--- config.mk ---
export PLATFORM = sky130hd
export DESIGN_NAME = ide_timing_window
export DESIGN_NICKNAME = d
export VERILOG_FILES = /design/src/rtl/ide_win_pkg.sv /design/src/rtl/ide_unlock_seq.sv /design/src/rtl/ide_taskfile_stub.sv /design/src/rtl/ide_ctrl_bank.sv /design/src/rtl/ide_timing_window.sv
export SDC_FILE = /design/constraint.sdc
export NUM_CORES = 1
export LEC_CHECK = 0
export CORE_ASPECT_RATIO = 1.5
export CORE_MARGIN = 4
export CORE_UTILIZATION = 50
export DETAILED_ROUTE_END_ITERATION = 6
export PLACE_DENSITY_LB_ADDON = 0.05
export REMOVE_ABC_BUFFERS = 1
export SLEW_MARGIN = 15
export SYNTH_ARGS = -nofsm -noshare
export SYNTH_HDL_FRONTEND = slang
export SYNTH_SLANG_ARGS = --single-unit
--- constraint.sdc ---
create_clock -name clk -period 5 [get_ports clk]
set_clock_uncertainty 0.1 [all_clocks]
set_input_delay 0.75 -clock clk [delete_from_list [all_inputs] [get_ports clk]]
set_output_delay 0.75 -clock clk [all_outputs]
set_load 0.05 [all_outputs]
--- src/rtl/ide_win_pkg.sv ---
package ide_win_pkg;

    parameter int OFFS_W  = 3;
    parameter int DATA_W  = 16;
    parameter int TW      = 8;
    parameter int NDRV    = 2;
    localparam int SEL_W   = (NDRV > 1) ? $clog2(NDRV) : 1;
    localparam int SETUP_W = TW - SEL_W;
    localparam int DEPTH   = 1 << OFFS_W;

    localparam logic [OFFS_W-1:0] OFF_RDT   = 3'd0;
    localparam logic [OFFS_W-1:0] OFF_WRT   = 3'd1;
    localparam logic [OFFS_W-1:0] OFF_KEY   = 3'd2;
    localparam logic [OFFS_W-1:0] OFF_CTRL  = 3'd3;
    localparam logic [OFFS_W-1:0] OFF_STRAP = 3'd5;
    localparam logic [OFFS_W-1:0] OFF_MISC  = 3'd6;

    localparam logic [TW-1:0] KEY_OPEN    = 8'h03;
    localparam logic [TW-1:0] KEY_CLOSE   = 8'h83;
    localparam logic [TW-1:0] CTRL_COMMIT = 8'h85;

    typedef enum logic [1:0] {
        SEQ_IDLE = 2'd0,
        SEQ_ONE  = 2'd1,
        SEQ_TWO  = 2'd2
    } seq_e;

    typedef struct packed {
        logic [TW-1:0] rd;
        logic [TW-1:0] wr;
    } tset_t;

    typedef struct packed {
        logic              valid;
        logic              write;
        logic              half;
        logic [OFFS_W-1:0] offs;
        logic [DATA_W-1:0] wdata;
    } hacc_t;

    function automatic logic is_seq_read(hacc_t a);
        return a.valid && !a.write && a.half && (a.offs == OFF_WRT);
    endfunction

    function automatic logic is_key_write(hacc_t a, logic [TW-1:0] key);
        return a.valid && a.write && !a.half && (a.offs == OFF_KEY)
               && (a.wdata[TW-1:0] == key);
    endfunction

endpackage

--- src/rtl/ide_unlock_seq.sv ---
module ide_unlock_seq
    import ide_win_pkg::*;
(
    input  logic  clk,
    input  logic  rst,
    input  hacc_t acc,
    output logic  ctrl_mode
);

    seq_e state;

    always_ff @(posedge clk) begin
        if (rst) begin
            state     <= SEQ_IDLE;
            ctrl_mode <= 1'b0;
        end else if (acc.valid) begin
            if (!ctrl_mode) begin
                if (is_seq_read(acc)) begin
                    state <= (state == SEQ_IDLE) ? SEQ_ONE : SEQ_TWO;
                end else if ((state == SEQ_TWO) && is_key_write(acc, KEY_OPEN)) begin
                    state     <= SEQ_IDLE;
                    ctrl_mode <= 1'b1;
                end else begin
                    state <= SEQ_IDLE;
                end
            end else begin
                state <= SEQ_IDLE;
                if (is_key_write(acc, KEY_CLOSE)) begin
                    ctrl_mode <= 1'b0;
                end
            end
        end
    end

endmodule

--- src/rtl/ide_taskfile_stub.sv ---
module ide_taskfile_stub
    import ide_win_pkg::*;
(
    input  logic              clk,
    input  logic              rst,
    input  logic              en,
    input  hacc_t             acc,
    output logic [DATA_W-1:0] rdata
);

    localparam int LOW_W = TW;

    logic [DATA_W-1:0] regs [DEPTH];
    logic [DATA_W-1:0] cur;

    always_ff @(posedge clk) begin
        if (rst) begin
            for (int i = 0; i < DEPTH; i++) regs[i] <= '0;
        end else if (en && acc.valid && acc.write) begin
            if (acc.half) regs[acc.offs] <= acc.wdata;
            else          regs[acc.offs][LOW_W-1:0] <= acc.wdata[LOW_W-1:0];
        end
    end

    assign cur   = regs[acc.offs];
    assign rdata = acc.half ? cur : {{(DATA_W-LOW_W){1'b0}}, cur[LOW_W-1:0]};

endmodule

--- src/rtl/ide_ctrl_bank.sv ---
module ide_ctrl_bank
    import ide_win_pkg::*;
#(
    parameter logic [TW-1:0]      SLOW_TIMING = 8'hFF,
    parameter logic [SETUP_W-1:0] SLOW_SETUP  = 7'h7F
) (
    input  logic               clk,
    input  logic               rst,
    input  logic               en,
    input  hacc_t              acc,
    input  logic               strap_in,
    output logic [DATA_W-1:0]  rdata,
    output tset_t [NDRV-1:0]   live,
    output logic [SETUP_W-1:0] setup
);

    tset_t [NDRV-1:0] stg;
    logic [TW-1:0]    misc_q;
    logic [TW-1:0]    ctrl_q;
    logic [SEL_W-1:0] sel;
    logic             wr_hit;
    logic             commit;
    logic [TW-1:0]    byte_rd;

    assign sel    = misc_q[SEL_W-1:0];
    assign wr_hit = en && acc.valid && acc.write;
    assign commit = wr_hit && (acc.offs == OFF_CTRL) && (acc.wdata[TW-1:0] == CTRL_COMMIT);

    always_ff @(posedge clk) begin
        if (rst) begin
            misc_q <= '0;
            ctrl_q <= '0;
        end else if (wr_hit) begin
            if (acc.offs == OFF_MISC) misc_q <= acc.wdata[TW-1:0];
            if (acc.offs == OFF_CTRL) ctrl_q <= acc.wdata[TW-1:0];
        end
    end

    always_ff @(posedge clk) begin
        if (rst) begin
            for (int d = 0; d < NDRV; d++) begin
                stg[d].rd <= SLOW_TIMING;
                stg[d].wr <= SLOW_TIMING;
            end
        end else if (wr_hit) begin
            for (int d = 0; d < NDRV; d++) begin
                if (sel == SEL_W'(d)) begin
                    if (acc.offs == OFF_RDT) stg[d].rd <= acc.wdata[TW-1:0];
                    if (acc.offs == OFF_WRT) stg[d].wr <= acc.wdata[TW-1:0];
                end
            end
        end
    end

    genvar g;
    generate
        for (g = 0; g < NDRV; g++) begin : g_live
            always_ff @(posedge clk) begin
                if (rst) begin
                    live[g].rd <= SLOW_TIMING;
                    live[g].wr <= SLOW_TIMING;
                end else if (commit) begin
                    live[g] <= stg[g];
                end
            end
        end
    endgenerate

    always_ff @(posedge clk) begin
        if (rst)         setup <= SLOW_SETUP;
        else if (commit) setup <= misc_q[TW-1:SEL_W];
    end

    always_comb begin
        case (acc.offs)
            OFF_RDT:   byte_rd = stg[sel].rd;
            OFF_WRT:   byte_rd = stg[sel].wr;
            OFF_CTRL:  byte_rd = ctrl_q;
            OFF_STRAP: byte_rd = {{(TW-1){1'b0}}, strap_in};
            OFF_MISC:  byte_rd = misc_q;
            default:   byte_rd = '0;
        endcase
    end

    assign rdata = {{(DATA_W-TW){1'b0}}, byte_rd};

endmodule

--- src/rtl/ide_timing_window.sv ---
module ide_timing_window
    import ide_win_pkg::*;
#(
    parameter logic [TW-1:0]      SLOW_TIMING = 8'hFF,
    parameter logic [SETUP_W-1:0] SLOW_SETUP  = 7'h7F
) (
    input  logic               clk,
    input  logic               rst,
    input  logic               acc_valid,
    input  logic               acc_write,
    input  logic               acc_half,
    input  logic [OFFS_W-1:0]  acc_offs,
    input  logic [DATA_W-1:0]  acc_wdata,
    input  logic               strap_in,
    output logic               rd_valid,
    output logic [DATA_W-1:0]  rd_data,
    output logic               ctrl_mode,
    output logic               strap_clk25,
    output logic [TW-1:0]      drv0_rd_timing,
    output logic [TW-1:0]      drv0_wr_timing,
    output logic [TW-1:0]      drv1_rd_timing,
    output logic [TW-1:0]      drv1_wr_timing,
    output logic [SETUP_W-1:0] addr_setup
);

    hacc_t             acc;
    logic [DATA_W-1:0] tf_rdata;
    logic [DATA_W-1:0] bank_rdata;
    tset_t [NDRV-1:0]  live;

    assign acc = '{valid: acc_valid, write: acc_write, half: acc_half,
                   offs: acc_offs, wdata: acc_wdata};

    ide_unlock_seq u_seq (
        .clk       (clk),
        .rst       (rst),
        .acc       (acc),
        .ctrl_mode (ctrl_mode)
    );

    ide_taskfile_stub u_tf (
        .clk   (clk),
        .rst   (rst),
        .en    (!ctrl_mode),
        .acc   (acc),
        .rdata (tf_rdata)
    );

    ide_ctrl_bank #(
        .SLOW_TIMING (SLOW_TIMING),
        .SLOW_SETUP  (SLOW_SETUP)
    ) u_bank (
        .clk      (clk),
        .rst      (rst),
        .en       (ctrl_mode),
        .acc      (acc),
        .strap_in (strap_in),
        .rdata    (bank_rdata),
        .live     (live),
        .setup    (addr_setup)
    );

    always_ff @(posedge clk) begin
        if (rst) begin
            rd_valid <= 1'b0;
            rd_data  <= '0;
        end else begin
            rd_valid <= acc_valid && !acc_write;
            if (acc_valid && !acc_write)
                rd_data <= ctrl_mode ? bank_rdata : tf_rdata;
        end
    end

    assign strap_clk25    = strap_in;
    assign drv0_rd_timing = live[0].rd;
    assign drv0_wr_timing = live[0].wr;
    assign drv1_rd_timing = live[1].rd;
    assign drv1_wr_timing = live[1].wr;

endmodule

# Yosys cells after proc, flatten, opt, wreduce, memory -nomap -nowiden
# Memories as Yosys holds them, arrays and structs flattened.
# Cells that the tools add are included.
[classes] n_reduce_logical=27 magnitude_cmp=1 mux=26 bitwise_logic=2 eq_ne=9
[op_table] operator="16-bit two-way mux" count=5
[op_table] operator="8-bit case mux with 5 select lines" count=1
[op_table] operator="8-bit == test (second input constant)" count=2
[op_table] operator="16-bit OR reduction" count=1
[op_table] operator="1-bit logical AND" count=15
[op_table] operator="1-bit two-way mux" count=14
[op_table] operator="3-bit AND reduction" count=4
[op_table] operator="8-bit by 2-bit == test with 1-bit output (second input constant)" count=1
[op_table] operator="2-bit two-way mux" count=4
[op_table] operator="8-bit two-way mux" count=1
[op_table] operator="3-bit by 2-bit == test with 1-bit output (second input constant)" count=2
[op_table] operator="3-bit == test (second input constant)" count=2
[op_table] operator="2-bit AND reduction" count=2
[op_table] operator="3-bit by 1-bit == test with 1-bit output (second input constant)" count=1
[op_table] operator="1-bit logical NOT" count=3
[op_table] operator="3-bit logical NOT" count=1
[op_table] operator="3-bit two-way mux" count=1
[op_table] operator="2-bit == test (second input constant)" count=1
[op_table] operator="2-bit logical NOT" count=1
[op_table] operator="1-bit by 2-bit < comparator with 1-bit output (second input constant)" count=1
[op_table] operator="1-bit NOT" count=1
[op_table] operator="1-bit bitwise OR" count=1
[totals] mem_count=1 ram_bits=128 word_cells=81 regBits=107
[memory_table] name="u_tf.regs" words=8 width=16 read_ports=1 rd_clocked_by_memory_dff=0 write_ports=8 line="ide_taskfile_stub.sv:13" text="logic [DATA_W-1:0] regs [DEPTH];"

# Depth between registers and ports, before layout
[logic_depth] ltp_word=9 ltp_mapped=7 ltp_nobuf=4

# Modules after synthesis
# A second synthesis with hierarchy kept.
[hier_totals] hier_cells=947 hier_area_um2=10898.0
[modules_own_cells] module="ide_taskfile_stub" cells_per_inst=422 instances=1 area_each_um2=6027.0 seq_area_each_um2=3843.7
[modules_own_cells] module="ide_ctrl_bank" cells_per_inst=426 instances=1 area_each_um2=3887.5 seq_area_each_um2=1741.7
[modules_own_cells] module="ide_timing_window" cells_per_inst=77 instances=1 area_each_um2=772.0 seq_area_each_um2=340.3
[modules_own_cells] module="ide_unlock_seq" cells_per_inst=22 instances=1 area_each_um2=211.5 seq_area_each_um2=60.1

# Worst setup path before layout
# OpenSTA, ideal clock, no wires.
[synth_path] path_type="input -> register" start="in rst" end="mem u_tf.regs[2][10] (enable)" setup_time_ps=309 path_buffers=2 stages=6 arrival_time_ps=2024 slack_ps=2567 required_ps=4591 path_cell_list="nand4bb_1 > clkbuf_1 > or2_1 > clkbuf_1 > nor3_2 > or2_2"
[synth_lines] item="start, declared" line="ide_timing_window.sv:8" text="input logic rst,"
[synth_lines] item="end, declared" line="ide_taskfile_stub.sv:13"

# Worst setup path in the final report
[layout_path] start="in acc_offs[2]" end="reg u_bank.stg[7] in the netlist's numbering"
[layout_between] elab_chain_cells=2
[layout_lines] item="start, declared" line="ide_timing_window.sv:12" text="input logic [OFFS_W-1:0] acc_offs,"
[layout_lines] item="3-bit by 1-bit == test with 1-bit output" line="ide_ctrl_bank.sv:49" text="if (acc.offs == OFF_WRT) stg[d].wr <= acc.wdata[TW-1:0];"
[layout_lines] item="3-bit AND reduction (no line)"
[layout_lines] item="end, declared" line="ide_ctrl_bank.sv:17" text="tset_t [NDRV-1:0] stg;"
# Every way passes these cells.
# A chain may end at the register's enable or synchronous reset.

==> results.md <==
- The TritonCTS clock tree is built.
- Clock tree synthesis inserted a total of 23 buffers.
- The number of nets with antenna violations after routing is 0.
- Of the cells placed in the final design, the portion with a size suffix greater than 1 is 13.24%.
- The initial antenna violation count is 0.
- The core region is 0.02034 mm².
- The worst path needs 3.381 ns of the cycle, external delays included.
- Clock-pin slew was measured on the worst setup and hold paths at approximately 0.06 ns.
- The largest net degree at the start of global routing is 96.
- At the worst endpoint, the required time is 5.29 ns.
- The total global routing overflow is 0.
- For this run, the post-layout net count is 938.
- Once the floorplan was initialized, standard cells occupied just over 50% of the core.
- The max-slew violation total from the final report is 0.
- The total area of multi-input combinational cells is 0.004036 mm².
- Based on the critical path, the design can be clocked at up to 295.8 MHz.
- No sink is reached through more buffers than the 3 on the longest clock path.
- In this run the core area contains 64 standard-cell rows.
- The first-pass GRT wire length is 40140 µm.
- The clock insertion delay at the later pin of the skew report is 0.50 ns.
- In this run the number of H-tree levels came out at 1.
- For this run, the number of Yosys warnings is 0.
- The top cell type by area accounts for 37.28% of the synthesized area.
- The endpoint class of the critical path is a register.
- At the pin with the least slew margin, the transition time is 1.168 ns.
- After detailed routing, the number of remaining DRC violations is 0.
- By area the synthesized netlist is led by sky130_fd_sc_hd__edfxtp_1 (37%), sky130_fd_sc_hd__dfxtp_1 (21%), sky130_fd_sc_hd__and2_1 (7.8%).
- Global routing used 22.16% of the available tracks.
- The number of cells upsized or downsized after cts is 0.
- The detailed placement HPWL is 17340 µm.
- The final setup violation count is 0.
- The worst endpoint data arrival time is 3.67 ns.
- Summed over all cells, the static leakage comes to 4.448 nW.
- The top fanout value on the critical path is 21.
- The first TritonRoute pass finished after 7 iterations.
- The tightest slew margin relative to the limit is between 20% and 30%.
- Compared with the post-synthesis result, the final layout area differs by 17.46%.
- Of all cell types, the one taking the most synthesized area is sky130_fd_sc_hd__edfxtp_1.
- For this run, the leading register cell type out of synthesis is sky130_fd_sc_hd__edfxtp_1.
- The count of mapped cells out of synthesis is 849.
- Setup repair after global routing left no endpoint under its margin.
- The sequential share of the synthesized area is between 50% and 60%.
- The post-CTS setup buffer count is 0.
- Counting tap cells, the placed design contains a total of 1152 instances.
- The worst-case IR drop observed on VDD is 0.0002987 V.
- The routed layout has between 6000 and 7000 vias.
- Measured along the x axis, the die boundary spans 125.2 µm.
- Fill cells in the final layout number 1689.
- The final critical-path share of the clock period is 67.61%.
- The total power draw is 4.081 mW.
- The worst setup path is of the input pin to register kind.
- The initial detailed-routing violation count is 540.
- The routed wire length is 25540 µm.
- Once routing completed, OpenROAD measured the worst setup slack at 1.619 ns.
- The power density normalized to cell area is about 340 mW/mm².
- The final hold violation count is 0.
- During placement, the flow inserted port buffers numbering 82.
- For the final routed database, the setup TNS stands at 0 ns.
- The number of flops mapped to enable cells by yosys is approximately 130.
- Counting instances in the post-synthesis netlist gives the leading cell types as sky130_fd_sc_hd__and2_1 (129), sky130_fd_sc_hd__edfxtp_1 (128), sky130_fd_sc_hd__dfxtp_1 (107).
- The non-filler instance count after layout is 1193.
- The number of distinct library cells after synthesis is between 40 and 50.
- The repair_antennas step left the layout with diodes totalling 0.
- Of all flip-flops after synthesis, the portion carrying an async set or reset was 0%.
- After synthesis, the mean cell area works out to 12.14 µm².
- The path type of the worst min-delay path is register to register.
- The finished cells cover 0.01211 mm².
- The startpoint type of the worst setup path is an input pin.
- The clock root buffer master is sky130_fd_sc_hd__clkbuf_16.
- The number of vias per cell after detailed routing is between 5 and 6.
- The area taken by flip-flops and latches is 0.005986 mm².
- The total I/O pin count is 83.
- Max-cap violations in this run came to 0.
- The via count of the first global-routing pass is 7149.
- The run finished with clean final reports.
- The tree built by TritonCTS fans out to about 240 sinks.
- The total cell area at the placement stage is 0.01135 mm².
- The global placer's final weighted congestion is 0.7921.
- The average wire per cell in the routed design is between 20 and 25 µm.
- The height of the die is 183.9 µm.
- sky130_fd_sc_hd__and2_1 is the most common cell in the netlist.
- The mapped netlist covers just over 0.01 mm².
- The number of flip-flops and latches in the synthesized netlist is 235.
- Buffers inserted to repair hold after CTS numbered 0.
- The die covers between 0.02 and 0.025 mm².
- Before CTS, the worst setup slack after placement is 1.136 ns.
==> layer usage <==
| layer | wire [µm] | global-route usage, % | vias to the layer above | share of wire (%) |
|---|---|---|---|---|
| met1 | 10060 | 26.24 | 3365 | 39 |
| met5 | 0 | 0 | - | 0 |
| met3 | 1161 | 3.052 | 43 | 4.5 |
| li1 | - | - | 3233 | - |
| met4 | 562 | 6.597 | 0 | 2.2 |
| met2 | 13750 | 41.74 | 193 | 54 |
==> cells by family (layout without fill, tap and decap cells) <==
group	after synthesis	count (layout)	share of synthesized area, %
AOI/OAI and AO/OA	129	129	9.648
DFF	235	235	58.06
and+or+nand+nor	344	344	19.48
buffers and inverters	69	149	2.828
muxes	72	72	9.988
==> where the power goes <==
part           total (mW)  switching, mW  internal [mW]
logic               0.270          0.172         0.0981
registers            2.09         0.0150           2.08
clock network        1.72          0.710           1.01
==> through the flow <==
| step | util, % | hold slack, ns |
|---|---|---|
| floorplan | - | 0.3263 |
| global placement | 55.82 | 0.3428 |
| detailed placement | 55.82 | 0.3471 |
| CTS | 59.52 | 0.3571 |
| global route | 59.54 | 0.3768 |
| finish | 59.54 | 0.3581 |
==> cells in the final DEF (no fill, tap or decap), drive strengths merged, types with 2 or more instances in the layout <==
| cell type | count |
|---|---|
| a221o | 8 |
| and2 | 129 |
| edfxtp | 128 |
| and3b | 2 |
| inv | 7 |
| nor3 | 18 |
| or3 | 2 |
| o21ai | 17 |
| nand3b | 9 |
| nand4bb | 2 |
| a22o | 8 |
| nand2b | 3 |
| clkdlybuf4s50 | 80 |
| o22ai | 8 |
| nor2b | 26 |
| clkinv | 3 |
| nand3 | 3 |
| a211o | 63 |
| clkbuf | 35 |
| a31oi | 3 |
| mux2 | 17 |
| dfxtp | 107 |
| nand2 | 57 |
| mux4 | 23 |
| nor4 | 2 |
| buf | 23 |
| mux2i | 32 |
| nand4 | 2 |
| o211ai | 7 |
| nor2 | 26 |
| a21oi | 12 |
| or2 | 19 |
| and3 | 39 |
==> area by class of cell <==
cell class              instances  area share (%)
clock inverters                 6          0.5062
well taps                     264           2.728
multi-input cells             545           33.33
repair buffers                103           8.141
flip-flops and latches        235           49.43
clock buffers                  35           5.713
inverters                       5          0.1550
==> path summary, 6_finish.rpt <==
kind / to / cells after the start / startpoint / slack [ns]
max: u_bank.stg[7] / 5 / acc_offs[2] / 1.62
min: u_bank.live[3] / 1 / u_bank.live[3] / 0.36
max reg2reg: u_bank.stg[24] / 4 / u_bank.misc_q[0] / 2.02
min reg2reg: u_bank.live[3] / 1 / u_bank.live[3] / 0.36
==> worst max-delay path, stage by stage <==
cell	delay, ns
sky130_fd_sc_hd__clkdlybuf4s50_1	0.81
sky130_fd_sc_hd__or3b_1	0.76
sky130_fd_sc_hd__nor3_2	0.93
sky130_fd_sc_hd__nor2b_1	0.11
sky130_fd_sc_hd__a211o_1	0.31
==> registers in the layout (all words and copies together) (netlist names) <==
signal / count
rd_valid: 1
rd_data: 16
u_bank.live: 32
u_seq.state: 2
u_bank.misc_q: 8
u_bank.ctrl_q: 8
u_seq.ctrl_mode: 1
u_tf.regs: 128
u_bank.stg: 32
u_bank.setup: 7
Note: power is estimated with default switching activity, not from simulation.
